`src/rtl/scb_pkg.sv`:
```
package scb_pkg;

  typedef enum logic [1:0] {
    PIPE_ALU = 2'd0,
    PIPE_MUL = 2'd1,
    PIPE_LSU = 2'd2,
    PIPE_RSV = 2'd3
  } pipe_e;

  typedef enum logic [1:0] {
    FWD_RF  = 2'd0,
    FWD_ALU = 2'd1,
    FWD_MUL = 2'd2,
    FWD_LSU = 2'd3
  } fwd_e;

  // Forward source code for a producing pipe
  function automatic fwd_e fwd_from(logic [1:0] pipe);
    case (pipe)
      PIPE_ALU: fwd_from = FWD_ALU;
      PIPE_MUL: fwd_from = FWD_MUL;
      PIPE_LSU: fwd_from = FWD_LSU;
      default:  fwd_from = FWD_RF;
    endcase
  endfunction

endpackage

```
`src/rtl/scb_entry.sv`:
```
// One scoreboard entry: pending flag, producing pipe, cycles until the
// result exists and cycles it stays forwardable before writeback.
module scb_entry
  import scb_pkg::*;
#(
  parameter int CW      = 6,
  parameter int FWD_CYC = 2
) (
  input  logic          clk,
  input  logic          rst_n,
  input  logic          set_i,
  input  logic [1:0]    set_pipe_i,
  input  logic [CW-1:0] set_lat_m1_i,
  output logic          busy_o,
  output logic          ready_o,
  output logic [1:0]    pipe_o
);

  localparam int WW = (FWD_CYC > 1) ? $clog2(FWD_CYC) : 1;

  logic          busy_q, busy_d;
  logic [1:0]    pipe_q, pipe_d;
  logic [CW-1:0] rdy_q, rdy_d;
  logic [WW-1:0] wb_q, wb_d;
  logic          en;

  assign en = set_i | busy_q;

  always_comb begin
    busy_d = busy_q;
    pipe_d = pipe_q;
    rdy_d  = rdy_q;
    wb_d   = wb_q;
    if (set_i) begin
      busy_d = 1'b1;
      pipe_d = set_pipe_i;
      rdy_d  = set_lat_m1_i;
      wb_d   = WW'(FWD_CYC - 1);
    end else if (busy_q) begin
      if (rdy_q != '0) begin
        rdy_d = rdy_q - 1'b1;
      end else if (wb_q != '0) begin
        wb_d = wb_q - 1'b1;
      end else begin
        busy_d = 1'b0;
      end
    end
  end

  always_ff @(posedge clk or negedge rst_n) begin
    if (!rst_n) begin
      busy_q <= 1'b0;
      pipe_q <= PIPE_ALU;
      rdy_q  <= '0;
      wb_q   <= '0;
    end else if (en) begin
      busy_q <= busy_d;
      pipe_q <= pipe_d;
      rdy_q  <= rdy_d;
      wb_q   <= wb_d;
    end
  end

  assign busy_o  = busy_q;
  assign ready_o = busy_q && (rdy_q == '0);
  assign pipe_o  = pipe_q;

endmodule

```
`src/rtl/scb_src_check.sv`:
```
// Per-operand lookup: hold request and forward select.
module scb_src_check
  import scb_pkg::*;
#(
  parameter int NREG = 16,
  parameter int RW   = 4
) (
  input  logic                 en_i,
  input  logic [RW-1:0]        idx_i,
  input  logic [NREG-1:0]      busy_i,
  input  logic [NREG-1:0]      ready_i,
  input  logic [NREG-1:0][1:0] pipe_i,
  output logic                 wait_o,
  output logic [1:0]           fwd_o
);

  always_comb begin
    wait_o = en_i && busy_i[idx_i] && !ready_i[idx_i];
    fwd_o  = FWD_RF;
    if (en_i && ready_i[idx_i]) begin
      fwd_o = fwd_from(pipe_i[idx_i]);
    end
  end

endmodule

```
`src/rtl/scb_div_track.sv`:
```
// Occupancy of the multiply pipe while an iterative divide runs.
module scb_div_track #(
  parameter int DIV_LAT = 32,
  parameter int CW      = 6
) (
  input  logic clk,
  input  logic rst_n,
  input  logic start_i,
  output logic busy_o
);

  logic [CW-1:0] cnt_q, cnt_d;
  logic          en;

  assign en = start_i | (cnt_q != '0);

  always_comb begin
    cnt_d = cnt_q;
    if (start_i) begin
      cnt_d = CW'(DIV_LAT - 1);
    end else if (cnt_q != '0) begin
      cnt_d = cnt_q - 1'b1;
    end
  end

  always_ff @(posedge clk or negedge rst_n) begin
    if (!rst_n) begin
      cnt_q <= '0;
    end else if (en) begin
      cnt_q <= cnt_d;
    end
  end

  assign busy_o = (cnt_q != '0);

endmodule

```
`src/rtl/issue_scoreboard.sv`:
```
module issue_scoreboard
  import scb_pkg::*;
#(
  parameter int NREG    = 16,
  parameter int ALU_LAT = 1,
  parameter int MUL_LAT = 2,
  parameter int LSU_LAT = 2,
  parameter int DIV_LAT = 32,
  parameter int FWD_CYC = 2
) (
  input  logic       clk,
  input  logic       rst_n,
  input  logic       in_valid,
  input  logic [1:0] in_pipe,
  input  logic       in_div,
  input  logic       in_wr_en,
  input  logic [3:0] in_rd,
  input  logic       in_ra_en,
  input  logic [3:0] in_ra,
  input  logic       in_rb_en,
  input  logic [3:0] in_rb,
  output logic       stall,
  output logic       go_alu,
  output logic       go_mul,
  output logic       go_lsu,
  output logic [1:0] fwd_a,
  output logic [1:0] fwd_b
);

  localparam int RW   = $clog2(NREG);
  localparam int CW   = $clog2(DIV_LAT + 1);
  localparam int NSRC = 2;

  logic [NREG-1:0]      busy_v;
  logic [NREG-1:0]      ready_v;
  logic [NREG-1:0][1:0] pipe_v;

  logic [NSRC-1:0]          src_en;
  logic [NSRC-1:0][RW-1:0]  src_idx;
  logic [NSRC-1:0]          src_wait;
  logic [NSRC-1:0][1:0]     src_fwd;

  logic          div_busy;
  logic          waw_hold;
  logic          pipe_hold;
  logic          go;
  logic [CW-1:0] lat_m1;

  // Cycles from issue to result, minus one
  always_comb begin
    case (in_pipe)
      PIPE_ALU: lat_m1 = CW'(ALU_LAT - 1);
      PIPE_MUL: lat_m1 = in_div ? CW'(DIV_LAT - 1) : CW'(MUL_LAT - 1);
      PIPE_LSU: lat_m1 = CW'(LSU_LAT - 1);
      default:  lat_m1 = '0;
    endcase
  end

  // Scoreboard entries
  for (genvar g = 0; g < NREG; g++) begin : g_entry
    logic set;
    assign set = go && in_wr_en && (in_rd == RW'(g));
    scb_entry #(.CW(CW), .FWD_CYC(FWD_CYC)) i_entry (
      .clk          (clk),
      .rst_n        (rst_n),
      .set_i        (set),
      .set_pipe_i   (in_pipe),
      .set_lat_m1_i (lat_m1),
      .busy_o       (busy_v[g]),
      .ready_o      (ready_v[g]),
      .pipe_o       (pipe_v[g])
    );
  end

  // Operand lookups
  assign src_en[0]  = in_valid && in_ra_en;
  assign src_en[1]  = in_valid && in_rb_en;
  assign src_idx[0] = in_ra;
  assign src_idx[1] = in_rb;

  for (genvar s = 0; s < NSRC; s++) begin : g_src
    scb_src_check #(.NREG(NREG), .RW(RW)) i_src (
      .en_i    (src_en[s]),
      .idx_i   (src_idx[s]),
      .busy_i  (busy_v),
      .ready_i (ready_v),
      .pipe_i  (pipe_v),
      .wait_o  (src_wait[s]),
      .fwd_o   (src_fwd[s])
    );
  end

  scb_div_track #(.DIV_LAT(DIV_LAT), .CW(CW)) i_div (
    .clk     (clk),
    .rst_n   (rst_n),
    .start_i (go_mul && in_div),
    .busy_o  (div_busy)
  );

  // Issue decision
  assign waw_hold  = in_wr_en && busy_v[in_rd] && (pipe_v[in_rd] != in_pipe);
  assign pipe_hold = (in_pipe == PIPE_RSV) || ((in_pipe == PIPE_MUL) && div_busy);
  assign stall     = in_valid && (pipe_hold || waw_hold || (|src_wait));
  assign go        = in_valid && !stall;

  assign go_alu = go && (in_pipe == PIPE_ALU);
  assign go_mul = go && (in_pipe == PIPE_MUL);
  assign go_lsu = go && (in_pipe == PIPE_LSU);
  assign fwd_a  = src_fwd[0];
  assign fwd_b  = src_fwd[1];

endmodule

```
`config.mk`:
```
export PLATFORM = sky130hd
export DESIGN_NAME = issue_scoreboard
export DESIGN_NICKNAME = d
export VERILOG_FILES = /design/src/rtl/scb_pkg.sv /design/src/rtl/scb_entry.sv /design/src/rtl/scb_src_check.sv /design/src/rtl/scb_div_track.sv /design/src/rtl/issue_scoreboard.sv
export SDC_FILE = /design/constraint.sdc
export NUM_CORES = 1
export LEC_CHECK = 0
export BUFFER_PORTS_ARGS = -buffer_cell sky130_fd_sc_hd__buf_2
export CAP_MARGIN = 20
export CORE_ASPECT_RATIO = 0.9
export CORE_MARGIN = 2
export CORE_UTILIZATION = 40
export DETAILED_ROUTE_END_ITERATION = 7
export HOLD_SLACK_MARGIN = 0.12
export SYNTH_ARGS = -nofsm -noshare
export SYNTH_HDL_FRONTEND = slang
export SYNTH_SLANG_ARGS = --single-unit
```
`constraint.sdc`:
```
create_clock -name clk -period 3.2 [get_ports clk]
set_input_delay 0.16 -clock clk [delete_from_list [all_inputs] [get_ports clk]]
set_output_delay 0.16 -clock clk [all_outputs]
set_load 0.01 [all_outputs]
```
Word-level counts from Yosys, hierarchy flattened
Cells that the tools add are included.
{"block": "classes", "add_sub_neg": 33, "n_lt_le_gt_ge": 3, "eq_ne": 39, "n_mux": 200, "n_bitwise": 17, "reduce_logical": 176}
{"cell": "two-way mux 6 bit", "n": 50}
{"cell": "two-way mux 1 bit", "n": 133}
{"cell": "nonzero test 6 bit", "n": 17}
{"cell": "subtractor 6 x 1 -> 6 bit (second input constant)", "n": 17}
{"cell": "zero test 6 bit", "n": 16}
{"cell": "AND reduction 3 bit", "n": 32}
{"cell": "nonzero test 2 bit", "n": 33}
{"cell": "logical AND 1 bit", "n": 50}
{"cell": "AND reduction 2 bit", "n": 17}
{"cell": "== test 4 bit (second input constant)", "n": 8}
{"cell": "inequality test 2 x 1 -> 1 bit (second input constant)", "n": 16}
{"cell": "binary-select mux 2 bit (select 4 bit)", "n": 3}
{"cell": "binary-select mux 1 bit (select 4 bit)", "n": 5}
{"cell": "OR 1 bit", "n": 17}
{"cell": "== test 4 x 3 -> 1 bit (second input constant)", "n": 4}
{"cell": "subtractor 1 bit (second input constant)", "n": 16}
{"cell": "less-than comparator 4 x 5 -> 1 bit (second input constant)", "n": 3}
{"cell": "one-hot mux 2 bit (3 select lines)", "n": 2}
{"cell": "two-way mux 2 bit", "n": 5}
{"cell": "one-hot mux 5 bit (2 select lines)", "n": 1}
{"cell": "== test 2 bit (second input constant)", "n": 4}
{"cell": "== test 4 x 2 -> 1 bit (second input constant)", "n": 2}
{"cell": "== test 2 x 1 -> 1 bit (second input constant)", "n": 3}
{"cell": "zero test 2 bit", "n": 3}
{"cell": "7 further kinds", "n": 11}
{"block": "word_totals", "ff_bits": 166}

Depth between registers and ports, before layout
{"block": "logic_depth", "depth_word": 15, "ltp_mapped": 11, "depth_no_buf": 10}

By module
From an unflattened synthesis, not the netlist that was laid out.
{"block": "hier_totals", "hier_cells": 1190, "hier_area_um2": 11593.6}
{"module": "scb_entry (g_entry[0].i_entry ...)", "instances": 14, "cells_each": 60, "area_each_um2": 575.6, "seq_area_each_um2": 250.2}
{"module": "scb_src_check", "instances": 2, "cells_each": 49, "area_each_um2": 590.6, "seq_area_each_um2": 0.0}
{"module": "scb_entry (g_entry[8].i_entry ...)", "instances": 2, "cells_each": 61, "area_each_um2": 585.6, "seq_area_each_um2": 250.2}
{"module": "issue_scoreboard", "instances": 1, "cells_each": 94, "area_each_um2": 844.6, "seq_area_each_um2": 0.0}
{"module": "scb_div_track", "instances": 1, "cells_each": 36, "area_each_um2": 339.1, "seq_area_each_um2": 150.1}

Worst setup path after synthesis
Ideal clock, no wire load.
{"block": "synth_path", "path_kind": "reg-to-reg", "from": "register g_entry[0].i_entry.rdy_q[0]", "to": "register g_entry[8].i_entry.pipe_q[0]", "setup_time_ns": 0.125, "arrival_time_ns": 3.107, "required_ns": 3.075, "setup_slack_ns": -0.032, "stages_incl_launch_ff": 12, "period_less_slack_ns": 3.232, "path_cell_list": "dfrtp_1 -> inv_1 -> ha_1 -> or4b_1 -> or4_1 -> o311ai_1 -> nand4_1 -> mux2i_1 -> nor2_2 -> buf_6 -> nor4_4 -> mux2_2"}
{"block": "synth_via", "elab_chain_cells": 15}
{"element": "start, declared", "line_no": "scb_entry.sv:23", "rtl": "logic [CW-1:0] rdy_q, rdy_d;"}
{"element": "start signal, assigned", "line_no": "scb_entry.sv:59", "rtl": "rdy_q <= rdy_d;"}
{"element": "zero test 6 bit *", "line_no": "scb_entry.sv:65", "rtl": "assign ready_o = busy_q && (rdy_q == '0);"}
{"element": "logical AND 1 bit *", "line_no": "scb_entry.sv:65"}
{"element": "binary-select mux 1 bit (select 4 bit)", "line_no": "scb_src_check.sv:18", "rtl": "wait_o = en_i && busy_i[idx_i] && !ready_i[idx_i];"}
{"element": "two-way mux 1 bit (not written as such)", "line_no": "scb_src_check.sv:18"}
{"element": "zero test 1 bit", "line_no": "scb_src_check.sv:18"}
{"element": "logical AND 1 bit", "line_no": "scb_src_check.sv:18"}
{"element": "OR reduction 2 bit *", "line_no": "issue_scoreboard.sv:103", "rtl": "assign stall = in_valid && (pipe_hold || waw_hold || (|src_wait));"}
{"element": "logical OR 1 bit *", "line_no": "issue_scoreboard.sv:103"}
{"element": "logical AND 1 bit *", "line_no": "issue_scoreboard.sv:103"}
{"element": "zero test 1 bit *", "line_no": "issue_scoreboard.sv:104", "rtl": "assign go = in_valid && !stall;"}
{"element": "logical AND 1 bit *", "line_no": "issue_scoreboard.sv:104"}
{"element": "logical AND 1 bit * (2 in series)", "line_no": "issue_scoreboard.sv:62", "rtl": "assign set = go && in_wr_en && (in_rd == RW'(g));"}
{"element": "OR 1 bit", "line_no": "scb_entry.sv:27", "rtl": "assign en = set_i | busy_q;"}
{"element": "AND reduction 2 bit (no line) *"}
{"element": "end signal, assigned", "line_no": "scb_entry.sv:58", "rtl": "pipe_q <= pipe_d;"}
{"element": "end, declared", "line_no": "scb_entry.sv:22", "rtl": "logic [1:0] pipe_q, pipe_d;"}
Mark *: on every way between the ends. The rest lies on a longest branch, timed or not. The select of a mux whose other input is x is not followed.
A chain may end at the register's enable or synchronous reset.

Worst setup path in the final report
{"block": "layout_path", "from": "register g_entry[0].i_entry.rdy_q[0]", "to": "output port go_lsu"}
{"block": "layout_via", "elab_chain_cells": 12}
{"element": "zero test 6 bit *", "line_no": "scb_entry.sv:65"}
{"element": "logical AND 1 bit *", "line_no": "scb_entry.sv:65"}
{"element": "binary-select mux 1 bit (select 4 bit)", "line_no": "scb_src_check.sv:18"}
{"element": "two-way mux 1 bit (not written as such)", "line_no": "scb_src_check.sv:18"}
{"element": "zero test 1 bit", "line_no": "scb_src_check.sv:18"}
{"element": "logical AND 1 bit", "line_no": "scb_src_check.sv:18"}
{"element": "OR reduction 2 bit *", "line_no": "issue_scoreboard.sv:103"}
{"element": "logical OR 1 bit *", "line_no": "issue_scoreboard.sv:103"}
{"element": "logical AND 1 bit *", "line_no": "issue_scoreboard.sv:103"}
{"element": "zero test 1 bit *", "line_no": "issue_scoreboard.sv:104"}
{"element": "logical AND 1 bit *", "line_no": "issue_scoreboard.sv:104"}
{"element": "logical AND 1 bit *", "line_no": "issue_scoreboard.sv:108", "rtl": "assign go_lsu = go && (in_pipe == PIPE_LSU);"}
{"element": "end, declared", "line_no": "issue_scoreboard.sv:25", "rtl": "output logic go_lsu,"}
Marked as above.

==> flow_summary.toml <==
[drt]
wl_um = 24700
firstDrtPassIters = 5
vias_per_cell = 5.37
dr.first_iter.drc_count = 506
vias = 7262
wl_per_cell_um = 18.3
ant_nets = 0
drc = 0

[sta]
worst_slew_pin_slew_ps = 852
slew_violations = 0
finalCriticalPeriod_ps = 3260
final.setup.tns_ps = -790
fin_crit_sh_pct = 102
relSlewSlack_pct = 43.2
rsz0062_at_grt = "true"
skew_ps = 12.9
setup_ws_ps = -65.0
clock.fmax_mhz = 306
finalSetupViolations = 17
final_hold_viol_count = 0

[cts]
root_buffer = "clkbuf_16"
max-clock-path-buffers = 2
cts_max_level = 4
cts_tree = "done"
numCtsBuffers = 17
clk_latency_ps = 440
clkSinkCount = 166
clk_pin_slew_ps = 70

[logic_synthesis]
yosysUniqueCellTypes = 48
synth_nets = 958
synth_area_um2 = 10100
synthTopCellsByArea = "dfrtp_1, mux4_2, mux2i_1, mux2_2, ha_1"
ys_ff_latch = 166
synth.most_common_cell = "dfrtp_1"
netlist.area_leader.share_pct = 41.1
synth_top_flop_cell = "dfrtp_1"
synth_area_leader_cell = "dfrtp_1"
yosys_warnings = 0
avgSynthCellArea_um2 = 11.2
async_flop_share_pct = 100
synth_common_cells = "dfrtp_1, mux2i_1, nand2_1"
yosysSeqAreaShare_pct = 41.1
synth_edf_count = 0
synthesis.instances = 899

[outcome]
failed_checks = "negative setup slack"
outcome = "complete, but fails checks"

[global_route]
grt_pass1_vias = 7092
antenna_found_initial = 0
grt_pass1_wl_um = 39600
grt_usage_pct = 19.4
overflow = 0
grt_max_degree = 77

[critical_path]
cp-start-kind = "register"
r2r_slack_ps = -60
endpoint = "go_lsu"
endpoint_kind = "output pin"
r2r_cells = 11
reg2reg_from = "g_entry[0].i_entry.rdy_q[0]"
critical_path_class = "register to output pin"
startpoint = "g_entry[0].i_entry.rdy_q[0]"
cp.arrival_ps = 3100
cp.required_ps = 3040
r2r_end = "g_entry[12].i_entry.pipe_o[0]"
path_max_fanout = 7

[power]
power_density_nw_per_um2 = 851
leakage_uw = 0.00513
peakVddDrop_mv = 0.400

[layout]
syn2layout_area_growth_pct = 18.5
multi_input_area_um2 = 5730
drive_gt1_share_pct = 26.7
design_area_um2 = 12000
finalCoreUtilization_pct = 47.9
num_antenna_cells = 0
seq_area_um2 = 4150
nets = 1056
fill_cells = 2257

[floorplanning]
die_area_um2 = 26600
core_region_area_um2 = 25000
ioPinCount = 29
die_w_um = 172
row_count = 55
start_util_pct = 40.5
dieHeight_um = 155

[place]
dp_hpwl_um = 17800
dp_slack_ps = -136
io_buffers = 28
placed_area_um2 = 11100
gp_congestion = 0.923

[job]
maxCapViolCount = 0

[worst_hold_path]
hold_class = "input port to register"
## state kept, by name (all words and copies together), names as in the netlist
| signal | count |
|---|---|
| g_entry.i_entry.rdy_q | 96 |
| g_entry.i_entry.pipe_o | 32 |
| g_entry.i_entry.busy_o | 16 |
| g_entry.i_entry.wb_q | 16 |
| i_div.cnt_q | 6 |
## routing by layer
| layer | routed length (µm) | vias to the layer above | GRT usage [%] |
|---|---|---|---|
| li1 | - | 3433 | - |
| met1 | 11600 | 3611 | 27.8 |
| met2 | 11200 | 183 | 29.7 |
| met3 | 1320 | 35 | 3.79 |
| met4 | 507 | 0 | 5.89 |
| met5 | 0 | - | 0 |
## repair_timing
| action | 4_1_cts | 5_1_grt |
|---|---|---|
| gates resized for setup | 23 | 21 |
| endpoints found under the hold margin | 73 | 0 |
| pin swaps | 7 | 3 |
| gates cloned | 0 | 0 |
| hold buffers | 1 | 0 |
| setup buffers | 8 | 6 |
| setup endpoints to repair | 129 | 138 |
## metrics by stage
step / cells / hold slack [ps] / power (µW)
2_1_floorplan: 899 / -136 / 6860
3_3_place_gp: 1305 / 250 / 7850
3_5_place_dp: 1305 / 258 / 7960
4_1_cts: 1346 / 290 / 10200
5_1_grt: 1352 / 321 / 11000
6_report: 1352 / 316 / 10200
## cell families (layout without fill, tap and decap cells)
group	Yosys count	count (layout)	synth area share [%]
AND/OR/NAND/NOR	296	296	16.7
multiplexers	169	169	22.2
flip-flops	166	166	41.1
XOR/XNOR	87	87	7.54
buffers and inverters	74	185	3.19
AO/OA/AOI/OAI	69	69	4.61
adder cells (fa/ha/maj)	38	38	4.71
## report_power, final
group	internal, µW	switching [µW]
clock network	1270	890
registers	3070	919
logic	2130	1920
## critical path: stages, from the launching register on
cell and delay (ps):
dfrtp_1 400, inv_2 70, ha_1 130, or4b_4 480
or4_4 430, o311ai_2 90, nand4_1 180, mux2i_4 240
nor2_4 100, buf_6 160, nor2_4 110, and3_4 190
buf_6 90
## worst min path at each step
stage	from	slack (ps)	to	depth (start not counted)
after CTS	in_valid	290	i_div.cnt_q[4]	3
final	in_valid	320	i_div.cnt_q[2]	3
after global placement	rst_n	250	g_entry[14].i_entry.rdy_q[4]	1
after floorplan	rst_n	-140	g_entry[0].i_entry.busy_o	0
after detailed placement	rst_n	260	g_entry[14].i_entry.rdy_q[5]	1
after global routing	in_pipe[1]	320	g_entry[13].i_entry.pipe_o[1]	3
## cell type report
type                            count  share of cell area [%]
Multi-Input combinational cell    659                    47.8
Clock inverter                     11                    1.22
Timing Repair Buffer              113                    7.57
Tap cell                          342                    3.57
Sequential cell                   166                    34.7
Inverter                           40                    1.25
Clock buffer                       21                    3.85
## layout by cell type, fill, tap and decap left out, types with 10 or more instances in the layout
master       n
mux2i_1     73
nand2_1     73
nor4_1      17
ha_1        38
and2_1      10
xor2_1      34
buf_4       63
nor2_1      53
inv_1       38
buf_2       26
nor3_1      17
nand4_1     13
a21oi_1     15
nor4_4      12
nand3_1     34
dfrtp_1    166
a21o_1      12
buf_6       18
o21ai_0     18
xnor2_1     53
nand2b_1    11
mux4_2      38
clkbuf_16   17
mux2_2      50
Note: power is estimated with default switching activity, not from simulation.
